$ cat src/rtl/sst_pkg.sv
package sst_pkg;

  typedef enum logic [2:0] {
    PAT_ONES   = 3'd0,
    PAT_HI_ALT = 3'd1,
    PAT_LO_ALT = 3'd2,
    PAT_ZEROS  = 3'd3,
    PAT_ADDR   = 3'd4
  } pat_e;

  typedef enum logic [1:0] {
    ST_IDLE   = 2'd0,
    ST_WRITE  = 2'd1,
    ST_READ   = 2'd2,
    ST_FINISH = 2'd3
  } seq_state_e;

  localparam pat_e LAST_PAT = PAT_ADDR;

endpackage

$ cat src/rtl/sst_pattern_gen.sv
module sst_pattern_gen
  import sst_pkg::*;
#(
  parameter int ADDR_W = 4,
  parameter int DATA_W = 4
) (
  input  pat_e              pat,
  input  logic [ADDR_W-1:0] addr,
  output logic [DATA_W-1:0] data
);

  for (genvar i = 0; i < DATA_W; i++) begin : g_bit
    localparam logic ODD = ((i % 2) == 1);
    logic a_bit;
    logic d_bit;

    if (i < ADDR_W) begin : g_from_addr
      assign a_bit = addr[i];
    end else begin : g_pad
      assign a_bit = 1'b0;
    end

    always_comb begin
      case (pat)
        PAT_ONES:   d_bit = 1'b1;
        PAT_HI_ALT: d_bit = ODD;
        PAT_LO_ALT: d_bit = ~ODD;
        PAT_ZEROS:  d_bit = 1'b0;
        default:    d_bit = a_bit;
      endcase
    end

    assign data[i] = d_bit;
  end

endmodule

$ cat src/rtl/sst_read_checker.sv
module sst_read_checker #(
  parameter int ADDR_W = 4,
  parameter int DATA_W = 4
) (
  input  logic              clk,
  input  logic              rst,
  input  logic              rd_issue,
  input  logic [ADDR_W-1:0] rd_addr,
  input  logic [DATA_W-1:0] rd_exp,
  input  logic [DATA_W-1:0] mem_rdata,
  output logic              mismatch,
  output logic [ADDR_W-1:0] mis_addr
);

  logic              chk_vld_q;
  logic [ADDR_W-1:0] chk_addr_q;
  logic [DATA_W-1:0] chk_exp_q;

  assign mismatch = chk_vld_q && (mem_rdata != chk_exp_q);
  assign mis_addr = chk_addr_q;

  always_ff @(posedge clk) begin
    if (rst) begin
      chk_vld_q  <= 1'b0;
      chk_addr_q <= '0;
      chk_exp_q  <= '0;
    end else begin
      chk_vld_q  <= rd_issue && !mismatch;
      chk_addr_q <= rd_addr;
      chk_exp_q  <= rd_exp;
    end
  end


  cmp_follows_read_chk: assert property (@(posedge clk) disable iff (rst)
    (rd_issue && !mismatch) |=> (chk_vld_q && chk_addr_q == $past(rd_addr)));

endmodule

$ cat src/rtl/sst_sequencer.sv
module sst_sequencer
  import sst_pkg::*;
#(
  parameter int ADDR_W = 4,
  parameter int DATA_W = 4
) (
  input  logic              clk,
  input  logic              rst,
  input  logic              start,
  input  logic              mismatch,
  input  logic [ADDR_W-1:0] mis_addr,
  input  logic [DATA_W-1:0] nxt_data,
  output pat_e              cur_pat,
  output logic [ADDR_W-1:0] cur_addr,
  output pat_e              nxt_pat,
  output logic [ADDR_W-1:0] nxt_addr,
  output logic              rd_issue,
  output logic [ADDR_W-1:0] mem_addr,
  output logic              mem_we,
  output logic [DATA_W-1:0] mem_wdata,
  output logic              test_done,
  output logic              test_pass,
  output logic              test_fail,
  output logic [ADDR_W-1:0] fail_addr
);

  localparam logic [ADDR_W-1:0] TOP_ADDR = '1;
  localparam logic [ADDR_W-1:0] ONE_ADDR = {{(ADDR_W-1){1'b0}}, 1'b1};

  seq_state_e        st_q;
  pat_e              pat_q;
  logic [ADDR_W-1:0] addr_q;
  logic              we_q;
  logic [DATA_W-1:0] wdata_q;
  logic              done_q, pass_q, fail_q;
  logic [ADDR_W-1:0] faddr_q;

  logic at_top;
  assign at_top = (addr_q == TOP_ADDR);

  always_comb begin
    nxt_pat  = pat_q;
    nxt_addr = addr_q + ONE_ADDR;
    if (st_q == ST_IDLE) begin
      nxt_pat  = PAT_ONES;
      nxt_addr = '0;
    end else if (st_q == ST_READ && at_top) begin
      nxt_pat  = pat_e'(pat_q + 3'd1);
      nxt_addr = '0;
    end
  end

  assign cur_pat  = pat_q;
  assign cur_addr = addr_q;
  assign rd_issue = (st_q == ST_READ);

  always_ff @(posedge clk) begin
    if (rst) begin
      st_q    <= ST_IDLE;
      pat_q   <= PAT_ONES;
      addr_q  <= '0;
      we_q    <= 1'b0;
      wdata_q <= '0;
      done_q  <= 1'b0;
      pass_q  <= 1'b0;
      fail_q  <= 1'b0;
      faddr_q <= '0;
    end else if (mismatch) begin
      st_q    <= ST_IDLE;
      addr_q  <= '0;
      we_q    <= 1'b0;
      done_q  <= 1'b1;
      pass_q  <= 1'b0;
      fail_q  <= 1'b1;
      faddr_q <= mis_addr;
    end else begin
      case (st_q)
        ST_IDLE: begin
          if (start) begin
            st_q    <= ST_WRITE;
            pat_q   <= nxt_pat;
            addr_q  <= nxt_addr;
            we_q    <= 1'b1;
            wdata_q <= nxt_data;
            done_q  <= 1'b0;
            pass_q  <= 1'b0;
            fail_q  <= 1'b0;
            faddr_q <= '0;
          end
        end
        ST_WRITE: begin
          if (at_top) begin
            st_q   <= ST_READ;
            addr_q <= '0;
            we_q   <= 1'b0;
          end else begin
            addr_q  <= nxt_addr;
            wdata_q <= nxt_data;
          end
        end
        ST_READ: begin
          if (at_top) begin
            if (pat_q == LAST_PAT) begin
              st_q <= ST_FINISH;
            end else begin
              st_q    <= ST_WRITE;
              pat_q   <= nxt_pat;
              addr_q  <= nxt_addr;
              we_q    <= 1'b1;
              wdata_q <= nxt_data;
            end
          end else begin
            addr_q <= nxt_addr;
          end
        end
        default: begin
          st_q   <= ST_IDLE;
          done_q <= 1'b1;
          pass_q <= 1'b1;
        end
      endcase
    end
  end

  assign mem_addr  = addr_q;
  assign mem_we    = we_q;
  assign mem_wdata = wdata_q;
  assign test_done = done_q;
  assign test_pass = pass_q;
  assign test_fail = fail_q;
  assign fail_addr = faddr_q;


  excl_chk: assert property (@(posedge clk) disable iff (rst) !(pass_q && fail_q));

  verdict_done_chk: assert property (@(posedge clk) disable iff (rst)
    (pass_q || fail_q) |-> done_q);

  abort_chk: assert property (@(posedge clk) disable iff (rst)
    mismatch |=> (done_q && fail_q && !we_q && faddr_q == $past(mis_addr)));

  quiet_after_fail_chk: assert property (@(posedge clk) disable iff (rst)
    fail_q |-> !we_q);

  hold_chk: assert property (@(posedge clk) disable iff (rst)
    (done_q && !start) |=> (done_q && $stable(pass_q) && $stable(fail_q) && $stable(faddr_q)));

  wr_step_chk: assert property (@(posedge clk) disable iff (rst)
    (we_q && $past(we_q)) |-> (addr_q == $past(addr_q) + ONE_ADDR));

endmodule

$ cat src/rtl/sram_pattern_bist.sv
module sram_pattern_bist
  import sst_pkg::*;
#(
  parameter int ADDR_W = 4,
  parameter int DATA_W = 4
) (
  input  logic              clk,
  input  logic              rst,
  input  logic              start,
  output logic [ADDR_W-1:0] mem_addr,
  output logic              mem_we,
  output logic [DATA_W-1:0] mem_wdata,
  input  logic [DATA_W-1:0] mem_rdata,
  output logic              test_done,
  output logic              test_pass,
  output logic              test_fail,
  output logic [ADDR_W-1:0] fail_addr
);

  pat_e              cur_pat, nxt_pat;
  logic [ADDR_W-1:0] cur_addr, nxt_addr, mis_addr;
  logic [DATA_W-1:0] cur_data, nxt_data;
  logic              rd_issue, mismatch;

  sst_pattern_gen #(.ADDR_W(ADDR_W), .DATA_W(DATA_W)) u_pat_next (
    .pat  (nxt_pat),
    .addr (nxt_addr),
    .data (nxt_data)
  );

  sst_pattern_gen #(.ADDR_W(ADDR_W), .DATA_W(DATA_W)) u_pat_cur (
    .pat  (cur_pat),
    .addr (cur_addr),
    .data (cur_data)
  );

  sst_read_checker #(.ADDR_W(ADDR_W), .DATA_W(DATA_W)) u_check (
    .clk       (clk),
    .rst       (rst),
    .rd_issue  (rd_issue),
    .rd_addr   (cur_addr),
    .rd_exp    (cur_data),
    .mem_rdata (mem_rdata),
    .mismatch  (mismatch),
    .mis_addr  (mis_addr)
  );

  sst_sequencer #(.ADDR_W(ADDR_W), .DATA_W(DATA_W)) u_seq (
    .clk       (clk),
    .rst       (rst),
    .start     (start),
    .mismatch  (mismatch),
    .mis_addr  (mis_addr),
    .nxt_data  (nxt_data),
    .cur_pat   (cur_pat),
    .cur_addr  (cur_addr),
    .nxt_pat   (nxt_pat),
    .nxt_addr  (nxt_addr),
    .rd_issue  (rd_issue),
    .mem_addr  (mem_addr),
    .mem_we    (mem_we),
    .mem_wdata (mem_wdata),
    .test_done (test_done),
    .test_pass (test_pass),
    .test_fail (test_fail),
    .fail_addr (fail_addr)
  );

endmodule

$ cat config.mk
export PLATFORM = sky130hd
export DESIGN_NAME = sram_pattern_bist
export DESIGN_NICKNAME = d
export VERILOG_FILES = /design/src/rtl/sst_pkg.sv /design/src/rtl/sst_pattern_gen.sv /design/src/rtl/sst_read_checker.sv /design/src/rtl/sst_sequencer.sv /design/src/rtl/sram_pattern_bist.sv
export SDC_FILE = /design/constraint.sdc
export NUM_CORES = 1
export LEC_CHECK = 0
export BUFFER_PORTS_ARGS = -buffer_cell sky130_fd_sc_hd__buf_2
export CAP_MARGIN = 40
export CORE_MARGIN = 1
export CORE_UTILIZATION = 35
export CTS_CLUSTER_SIZE = 20
export DETAILED_ROUTE_END_ITERATION = 16
export PLACE_DENSITY = 0.49
export SLEW_MARGIN = 20
export SYNTH_ARGS = -nofsm -noshare
export SYNTH_HDL_FRONTEND = slang
export SYNTH_SLANG_ARGS = --single-unit
export TNS_END_PERCENT = 30
$ cat constraint.sdc
create_clock -name clk -period 2.8 [get_ports clk]
set_input_delay 0.56 -clock clk [delete_from_list [all_inputs] [get_ports clk]]
set_output_delay 0.56 -clock clk [all_outputs]
set_load 0.02 [all_outputs]
* Yosys cells after proc, flatten, opt, wreduce, memory -nomap -nowiden
Index checks and enable logic that the tools add are counted.
Widths: inputs -> output; s select.
** Operators by class
- Add/sub/neg operators :: 2
- Equality and inequality tests :: 19
- Mux-type cells :: 44
- Bitwise logic cells :: 2
- Reductions and logical operators :: 29
** Operator list (count)
- $mux 4 :: 13
- $pmux 4 s3 :: 2
- $reduce_or 2->1 :: 10
- $pmux 1 s2 :: 9
- $mux 3 :: 5
- $eq 3x2->1 const B :: 4
- $reduce_and 5->1 :: 2
- $mux 1 :: 8
- $mux 2 :: 4
- $eq 3x1->1 const B :: 2
- $logic_not 3->1 :: 2
- $ne 2x1->1 const B :: 3
- $ne 2x2->1 const B :: 3
- $ne 3x3->1 const B :: 2
- $pmux 2 s3 :: 1
- $pmux 3 s2 :: 1
- $reduce_and 2->1 :: 3
- $reduce_and 3->1 :: 2
- $reduce_and 6->1 :: 1
- $reduce_bool 2->1 :: 3
- $add 4x1->4 const B :: 1
- $eq 4x4->1 const B :: 1
- $ne 4x4->1 :: 1
- $add 3x1->3 const B :: 1
- 9 further kinds :: 12
** Word-level totals
- Register bits :: 30
- Bits of input ports :: 7
- Logic and storage cells :: 108

* Longest topological paths before layout
Gate-level depths: netlist of run 1.
- Word-level depth :: 10
- Mapped depth :: 7
- Mapped depth without buffers :: 6

* Cells and area by module
From an unflattened synthesis of run 1, not the netlist that was laid out.
** Second synthesis, totals
- Cell total of the unflattened synthesis :: 190
- Area, all modules :: 1632.8 µm²
** Modules (own cells, without submodules)
- sst_sequencer :: times used 1, cells an instance 143, area each 1203.7 µm²
- sst_read_checker :: times used 1, cells an instance 23, area each 289.0 µm²
- sst_pattern_gen :: times used 2, cells an instance 12, area each 70.1 µm²

* Least setup slack after synthesis of run 1
Ideal clock, no wire load.
- Path kind :: reg-to-reg
- Start point :: register u_seq.addr_q[0] (netlist: u_seq.cur_addr[0])
- End point :: register u_seq.wdata_q[2] (netlist: u_seq.mem_wdata[2])
- Setup time :: 0.088 ns
- Arrival time :: 1.780 ns
- Slack :: 0.932 ns
- Stages on the path, launching flop included :: 7
- Buffers on the path :: 1
- Clock period less this slack :: 1.868 ns
- Path through :: dfxtp_1 -> ha_1 -> buf_2 -> and4_1 -> o22ai_1 -> a221o_1 -> a311oi_2
** Between the ends
- Cells in the longest elaborated chain, start to end :: 10
- Elaborated cells on any way between the ends :: 22
- Classes of those cells :: add/sub (1); eq/ne (6); mux (10); reduce/logical (5)
** Ends and longest elaborated chain
- from (decl) :: line sst_sequencer.sv:32 : logic [ADDR_W-1:0] addr_q;
- from (signal assigned) :: line sst_sequencer.sv:82 : addr_q <= nxt_addr;
- from (signal assigned) :: line sst_sequencer.sv:97 : addr_q <= nxt_addr;
- from (signal assigned) :: line sst_sequencer.sv:108 : addr_q <= nxt_addr;
- $eq 4x4->1 :: line sst_sequencer.sv:39 : assign at_top = (addr_q == TOP_ADDR);
- $logic_and 1x1->1 :: line sst_sequencer.sv:47 : end else if (st_q == ST_READ && at_top) begin
- $mux 3 :: line sst_sequencer.sv:47
- $mux 3 :: line sst_sequencer.sv:44 : if (st_q == ST_IDLE) begin
- $eq 3x1->1, or another cell as far along :: line sst_pattern_gen.sv:24 : case (pat)
- $reduce_or 2->1 (no source line)
- $pmux 1 s2 :: line sst_pattern_gen.sv:24
- $mux 4 :: line sst_sequencer.sv:103 : if (pat_q == LAST_PAT) begin
- $mux 4 :: line sst_sequencer.sv:102 : if (at_top) begin
- $pmux 4 s3 :: line sst_sequencer.sv:77 : case (st_q)
- to (signal assigned) :: line sst_sequencer.sv:84 : wdata_q <= nxt_data;
- to (signal assigned) :: line sst_sequencer.sv:98 : wdata_q <= nxt_data;
- to (signal assigned) :: line sst_sequencer.sv:110 : wdata_q <= nxt_data;
- to (decl) :: line sst_sequencer.sv:34 : logic [DATA_W-1:0] wdata_q;
Several ways; a longest one is shown, not always the timed one. The select of a mux whose other input is x is not followed.
A chain may end at the register's enable or synchronous reset.

* Final worst setup path of run 1
- Start point :: register u_seq.pat_q[0] (netlist: u_seq.cur_pat[0])
- End point :: register u_seq.pat_q[1] (netlist: u_seq.cur_pat[1])
** Between the ends
- Cells in the longest elaborated chain, start to end :: 6
- Elaborated cells on any way between the ends :: 10
- Classes of those cells :: add/sub (1); eq/ne (2); mux (6); reduce/logical (1)
** Ends and longest elaborated chain
- from (decl) :: line sst_sequencer.sv:31 : pat_e pat_q;
- from (signal assigned) :: line sst_sequencer.sv:81 : pat_q <= nxt_pat;
- from (signal assigned) :: line sst_sequencer.sv:107 : pat_q <= nxt_pat;
- $add 3x1->3 :: line sst_sequencer.sv:48 : nxt_pat = pat_e'(pat_q + 3'd1);
- $mux 3 :: line sst_sequencer.sv:47
- $mux 3 :: line sst_sequencer.sv:44
- $mux 3 :: line sst_sequencer.sv:103
- $mux 3 :: line sst_sequencer.sv:102
- $pmux 3 s2 :: line sst_sequencer.sv:77
Several ways; a longest one is shown, not always the timed one. The select of a mux whose other input is x is not followed.

==> impl_metrics.env, run 1 <==
export IMPL_synth_seq_cells=30
export IMPL_yosys_top_cells_count="dfxtp_1, a21oi_1, nor2_1"
export IMPL_drt_pass1_iter_count=4
export IMPL_r2r_end="u_seq.cur_pat[1]$_SDFFE_PP0P_"
export IMPL_wl_per_cell_um=15.4
export IMPL_holdPathEnd="u_seq.fail_addr[2]$_SDFFE_PP0P_"
export IMPL_synth_area_um2=1550
export IMPL_cts_tree="yes"
export IMPL_critPathCaptureType="flip-flop"
export IMPL_antenna_found_initial=0
export IMPL_cts_path_max_buffers=2
export IMPL_r2r_setup_slack_ps=800
export IMPL_rr_worst_depth=6
export IMPL_worst_setup_path_type="flip-flop to flip-flop"
export IMPL_fmax_mhz=501
export IMPL_cts_hold_buf=0
export IMPL_fin_skew_ps=4.40
export IMPL_htreeDepth=2
export IMPL_r2r_start="u_seq.cur_pat[0]$_SDFFE_PP0P_"
export IMPL_gp_congestion=0.852
export IMPL_die_height_um=68.6
export IMPL_rsz0062_at_grt="false"
export IMPL_io_buffers=22
export IMPL_root_buffer="clkbuf_8"
export IMPL_ys_async_sr_fraction_pct=0
export IMPL_post_cts_setup_buffer_count=0
export IMPL_worst_pin_slew_ps=472
export IMPL_dieArea_um2=4700
export IMPL_yosys_top_cells_area="dfxtp_1, ha_1, a21oi_1"
export IMPL_synth_main_ff_cell="dfxtp_1"
export IMPL_synth_cell_type_count=39
export IMPL_grt_pass1_wl_mm=6.22
export IMPL_io_pins=23
export IMPL_cp_max_fo=8
export IMPL_cts_resized=0
export IMPL_hold_viol_final=0
export IMPL_max_slew_margin_pct=68.3
export IMPL_vias=1396
export IMPL_synth_top_cell_area_share_pct=38.7
export IMPL_min_from="u_check.mis_addr[2]$_SDFF_PP0_"
export IMPL_synth_edf_count=0
export IMPL_p_per_area_nw_per_um2=884
export IMPL_drive_gt1_share_pct=18.4
export IMPL_cp_start_kind="flip-flop"
export IMPL_yosysWarnings=0
export IMPL_gr_total_overflow=0
export IMPL_synth_avg_cell_area_um2=8.72
export IMPL_start_util_pct=37.7
export IMPL_cap_violations=0
export IMPL_fillers=445
export IMPL_clock_sinks=30
export IMPL_min_path_cells=2
export IMPL_drc=0
export IMPL_synth_area_leader_cell="dfxtp_1"
export IMPL_hp_class="flip-flop to flip-flop"
export IMPL_fin_crit_sh_pct=71.3
export IMPL_die_x_um=68.6
export IMPL_fin_tns_setup_ps=0
export IMPL_antenna_left=0
export IMPL_ys_seq_area_share_pct=38.7
export IMPL_rows=23
export IMPL_yosys_cell_count_top_type="dfxtp_1"
export IMPL_drv_slew=0
export IMPL_holdWs_ps=433
export IMPL_antenna_cells=0
export IMPL_status="finished, final reports clean"
export IMPL_drtIter0Drc=46
export IMPL_fin_nets=217
export IMPL_grt_usage_pct=18.6
export IMPL_synthCells=178
export IMPL_vdd_drop_max_mv=0.383
export IMPL_grt_max_degree=23
export IMPL_arrival_ps=2210
export IMPL_cts_buffers=5
export IMPL_p_leak_nw=0.713
export IMPL_place_hpwl_mm=2.73
export IMPL_area_growth_pct=16.0
export IMPL_totalWireLength_mm=3.87
export IMPL_viasPerCell=5.56
export IMPL_critPathRequiredTime_ps=3020
export IMPL_setup_violations=0
export IMPL_grt_pass1_vias=1283
export IMPL_design_core_area_um2=4120
export IMPL_period_needed_ps=2000
export IMPL_clk_pin_slew_ps=70
export IMPL_synth_fp_nets=195
export IMPL_worstSkewPairLatency_ps=280
==> per-layer routing <==
layer  up-vias  routed length, µm  GRT usage, %
met5         -                  0             0
met4         0                 52          9.64
met3         6                194          4.11
met2        33               1790          29.0
met1       658               1840          23.7
li1        699                  -             -
==> through the flow <==
step	worst slack [ps]	util (%)	cell area [µm²]	cells	power, W
floorplan	932	-	1550	178	0.00100
global placement	804	41.1	1690	243	0.00117
detailed placement	754	41.1	1690	243	0.00117
CTS	815	43.8	1800	251	0.00161
global route	592	43.8	1800	251	0.00170
finish	803	43.8	1800	251	0.00159
==> area by class of cell <==
cell class / instances / area [µm²] / area share (%)
Clock buffer: 5 / 68.8 / 3.82
Clock inverter: 3 / 40.0 / 2.22
Inverter: 8 / 30.0 / 1.67
Multi-Input combinational cell: 131 / 873 / 48.5
Sequential cell: 30 / 601 / 33.4
Tap cell: 50 / 62.6 / 3.47
Timing Repair Buffer: 24 / 125 / 6.95
==> layout by cell type (no fill, tap or decap), drive strengths merged, types with 2 or more instances in the layout <==
cell / netlist / layout
dfxtp: 30 / 30
nand4: 7 / 7
inv: 8 / 8
nand2b: 3 / 3
nand2: 13 / 13
xnor2: 2 / 2
and4: 2 / 2
ha: 10 / 10
and3: 3 / 3
nor2: 15 / 15
a31oi: 4 / 4
clkbuf: 3 / 5
o21ai: 7 / 7
a21oi: 23 / 23
nor2b: 5 / 5
nand3: 9 / 9
a211oi: 4 / 4
buf: 6 / 24
xor2: 4 / 4
clkinv: 0 / 2
a311oi: 6 / 6
==> cell families after synthesis <==
| family | Yosys count | synth area share, % |
|---|---|---|
| compound gates | 53 | 24.1 |
| xor+xnor | 6 | 3.39 |
| fa+ha+maj | 10 | 8.06 |
| buf+inv | 17 | 5.00 |
| flops | 30 | 38.7 |
| mux | 1 | 0.645 |
| simple gates | 61 | 20.1 |
==> sequential cells by signal (all words and copies together) (netlist names) <==
name,cells
u_seq.st_q,2
u_seq.cur_addr,4
u_seq.test_fail,1
u_check.chk_exp_q,4
u_check.chk_vld_q,1
u_seq.mem_we,1
u_seq.cur_pat,3
u_seq.fail_addr,4
u_seq.test_done,1
u_check.mis_addr,4
u_seq.mem_wdata,4
u_seq.test_pass,1
==> power breakdown <==
group	leakage, nW	switching, W	internal [W]
Clock	0.0579	0.000172	0.000262
Combinational	0.410	0.000389	0.000221
Sequential	0.246	0.0000484	0.000500
==> worst max path at each step <==
| stage | endpoint | from | cells after the start | slack, ps |
|---|---|---|---|---|
| after floorplan | u_seq.mem_wdata[2]$_SDFFE_PP0P_ | u_seq.cur_addr[0]$_SDFFE_PP0P_ | 6 | 930 |
| after global placement | u_seq.mem_we$_SDFFE_PP0P_ | mem_rdata[3] | 6 | 800 |
| after detailed placement | u_seq.mem_we$_SDFFE_PP0P_ | mem_rdata[3] | 6 | 750 |
| after CTS | u_seq.mem_wdata[2]$_SDFFE_PP0P_ | u_seq.st_q[0]$_SDFFE_PP0P_ | 6 | 810 |
| after global routing | u_seq.cur_pat[1]$_SDFFE_PP0P_ | u_seq.st_q[0]$_SDFFE_PP0P_ | 6 | 590 |
| final | u_seq.cur_pat[1]$_SDFFE_PP0P_ | u_seq.cur_pat[0]$_SDFFE_PP0P_ | 6 | 800 |
==> critical path, cell delays in order, from the launching register on <==
cell      delay, ps
dfxtp_1         490
inv_1           170
ha_1            270
and3_1          220
a211oi_1        440
nand4_1         170
a21oi_1         170
No activity file was read; power rests on OpenSTA's default activity.
==> run 2, diff against run 1 <==
--- a/config.mk
+++ b/config.mk
@@ -5,6 +5,7 @@
 export SDC_FILE = /design/constraint.sdc
 export NUM_CORES = 1
 export LEC_CHECK = 0
+export ABC_AREA = 1
 export BUFFER_PORTS_ARGS = -buffer_cell sky130_fd_sc_hd__buf_2
 export CAP_MARGIN = 40
 export CORE_MARGIN = 1
==> constraint.sdc (replaced) <==
create_clock -name clk -period 2.1 [get_ports clk]
set_input_delay 0.42 -clock clk [delete_from_list [all_inputs] [get_ports clk]]
set_output_delay 0.42 -clock clk [all_outputs]
set_load 0.02 [all_outputs]
==> impl_metrics.env, run 2 <==
export IMPL_status="finished, final reports clean"
export IMPL_worst_pin_slew_ps=326
export IMPL_comb_power_share_pct=30.1
export IMPL_holdWs_ps=443
export IMPL_register_area_um2=601
export IMPL_holdPathEnd="u_seq.fail_addr[2]$_SDFFE_PP0P_"
export IMPL_period_needed_ps=1730
export IMPL_stdcell_area_um2=1930
export IMPL_p_per_area_nw_per_um2=1060
export IMPL_cp_max_fo=9
export IMPL_post_place_cells=299
export IMPL_critPathCaptureType="flip-flop"
export IMPL_fin_nets=271
export IMPL_htreeDepth=2
export IMPL_cts_hold_buf=0
export IMPL_fillers=467
export IMPL_ys_async_sr_fraction_pct=0
export IMPL_gp_congestion=0.777
export IMPL_synth_area_um2=1600
export IMPL_r2r_start="u_seq.st_q[0]$_SDFFE_PP0P_"
export IMPL_grt_max_degree=14
export IMPL_grt_pass1_wl_mm=5.88
export IMPL_critPathRequiredTime_ps=2280
export IMPL_r2r_end="u_seq.mem_wdata[1]$_SDFFE_PP0P_"
export IMPL_design_core_area_um2=4380
export IMPL_vdd_drop_max_mv=0.512
export IMPL_rsz0062_at_grt="false"
export IMPL_clock_sinks=30
export IMPL_path_cells="inv_1, ha_1, inv_2, nor2_2, nor2_4, nand2_2, nor2_2, nand3_4, nor2_1, nor2_1"
export IMPL_dieArea_um2=4850
export IMPL_die_height_um=69.7
export IMPL_cts_buffers=5
export IMPL_post_cts_setup_buffer_count=0
export IMPL_min_from="u_check.mis_addr[2]$_SDFF_PP0_"
export IMPL_synth_seq_cells=30
export IMPL_r2r_setup_slack_ps=370
export IMPL_worstSkewPairLatency_ps=280
export IMPL_layout_cells_most_common="nand2_1"
export IMPL_viasPerCell=4.56
export IMPL_io_pins=23
export IMPL_drive_gt1_share_pct=22.0
export IMPL_cts_resized=0
export IMPL_area_growth_pct=20.5
export IMPL_start_util_pct=36.6
export IMPL_max_slew_margin_pct=78.2
export IMPL_wl_per_cell_um=10.9
export IMPL_synth_avg_cell_area_um2=7.16
export IMPL_fin_cells=307
export IMPL_p_leak_nw=0.982
export IMPL_die_x_um=69.7
export IMPL_antenna_cells=0
export IMPL_drtIter0Drc=60
export IMPL_synth_fp_nets=241
export IMPL_switching_share_pct=32.9
export IMPL_rr_worst_depth=10
export IMPL_synth_edf_count=0
export IMPL_seq_power_share_pct=34.6
export IMPL_cts_tree="yes"
export IMPL_cp_start_kind="flip-flop"
export IMPL_synth_cell_type_count=29
export IMPL_antenna_found_initial=0
export IMPL_synth_main_ff_cell="dfxtp_1"
export IMPL_min_path_cells=2
export IMPL_hp_class="flip-flop to flip-flop"
export IMPL_total_power_w=0.00205
export IMPL_drt_pass1_iter_count=4
export IMPL_vias=1401
export IMPL_cap_violations=0
export IMPL_ys_seq_area_share_pct=37.5
export IMPL_hold_viol_final=0
export IMPL_internal_power_w=0.00138
export IMPL_drc=0
export IMPL_layout_common_cells="nand2_1, inv_1, dfxtp_1, nor2_1, buf_2"
export IMPL_synth_top_cell_area_share_pct=37.5
export IMPL_root_buffer="clkbuf_8"
export IMPL_totalWireLength_mm=3.34
export IMPL_clk_pin_slew_ps=70
export IMPL_fmax_mhz=578
export IMPL_yosysWarnings=0
export IMPL_multi_input_area_um2=856
export IMPL_drv_slew=0
export IMPL_io_buffers=22
export IMPL_critPathSlowestCell="dfxtp_1"
export IMPL_postPlaceCellArea_um2=1790
export IMPL_fin_tns_setup_ps=0
export IMPL_slowest_delay_ps=370
export IMPL_switching_power_w=0.000674
export IMPL_pwr_share_clk_pct=35.3
export IMPL_rows=24
export IMPL_worst_setup_path_type="flip-flop to flip-flop"
export IMPL_arrival_ps=1910
export IMPL_gr_total_overflow=0
export IMPL_yosys_top_cells_area="dfxtp_1, nand2_1, ha_1"
export IMPL_grt_usage_pct=15.5
export IMPL_place_hpwl_mm=2.54
export IMPL_antenna_left=0
export IMPL_fin_crit_sh_pct=82.4
export IMPL_setup_violations=0
export IMPL_grt_pass1_vias=1347
export IMPL_synth_area_leader_cell="dfxtp_1"
export IMPL_cts_path_max_buffers=2
export IMPL_yosys_cell_count_top_type="nand2_1"
export IMPL_fin_skew_ps=7.14
export IMPL_synthCells=224
export IMPL_yosys_top_cells_count="nand2_1, dfxtp_1, inv_1"
-- run 2: critical path: cells and delay by family, from the launching register on --
family        cells  cell delay, ps
fa+ha+maj         1             230
buf+inv           2             270
flops             1             370
simple gates      7             750
-- run 2: final cells by class --
type | count | share of cell area (%)
clock buffers | 6 | 4.27
repair buffers | 26 | 7.25
clock inverters | 2 | 3.11
inverters | 34 | 6.61
multi-input cells | 157 | 44.3
flip-flops and latches | 30 | 31.1
well taps | 52 | 3.37
-- run 2: cells by family (layout without fill, tap and decap cells) --
| kind of cell | Yosys count | after routing | synth area share, % |
|---|---|---|---|
| buf+inv | 37 | 68 | 9.13 |
| compound gates | 25 | 25 | 9.84 |
| flops | 30 | 30 | 37.5 |
| fa+ha+maj | 10 | 10 | 7.81 |
| xor+xnor | 1 | 1 | 0.547 |
| simple gates | 121 | 121 | 35.2 |
-- run 2: worst max-delay path by stage --
stage	startpoint	to	slack, ps	depth (start not counted)
CTS	u_seq.st_q[0]$_SDFFE_PP0P_	u_seq.mem_wdata[1]$_SDFFE_PP0P_	350	10
global route	u_seq.st_q[0]$_SDFFE_PP0P_	u_seq.mem_wdata[2]$_SDFFE_PP0P_	160	11
finish	u_seq.st_q[0]$_SDFFE_PP0P_	u_seq.mem_wdata[1]$_SDFFE_PP0P_	370	10
floorplan	u_seq.cur_addr[0]$_SDFFE_PP0P_	u_seq.mem_wdata[0]$_SDFFE_PP0P_	520	10
global placement	u_seq.st_q[0]$_SDFFE_PP0P_	u_seq.mem_wdata[2]$_SDFFE_PP0P_	400	10
detailed placement	u_seq.st_q[0]$_SDFFE_PP0P_	u_seq.mem_wdata[1]$_SDFFE_PP0P_	370	10
-- run 2: metrics by stage --
stage	util, %	setup WS [ps]
2_1_floorplan	-	522
3_3_place_gp	40.8	397
3_5_place_dp	40.8	366
4_1_cts	44.1	351
5_1_grt	44.1	160
6_report	44.1	370
-- run 2: power by group through the flow --
| stage | clock (W) | sequential, W | combinational (W) |
|---|---|---|---|
| 2_1_floorplan | 0 | 0.000764 | 0.000426 |
| 3_3_place_gp | 0 | 0.000723 | 0.000624 |
| 3_5_place_dp | 0 | 0.000722 | 0.000621 |
| 4_1_cts | 0.000747 | 0.000710 | 0.000625 |
| 5_1_grt | 0.000773 | 0.000723 | 0.000710 |
| 6_report | 0.000724 | 0.000709 | 0.000618 |
-- run 2: per-layer routing --
| metal | vias up | share of wire (%) | global-route usage [%] | routed length (µm) |
|---|---|---|---|---|
| met3 | 4 | 3.3 | 4.94 | 110 |
| met2 | 28 | 45 | 23.9 | 1490 |
| met1 | 612 | 51 | 19.6 | 1690 |
| met5 | - | 0 | 0 | 0 |
| li1 | 757 | - | - | - |
| met4 | 0 | 1.5 | 7.11 | 50 |
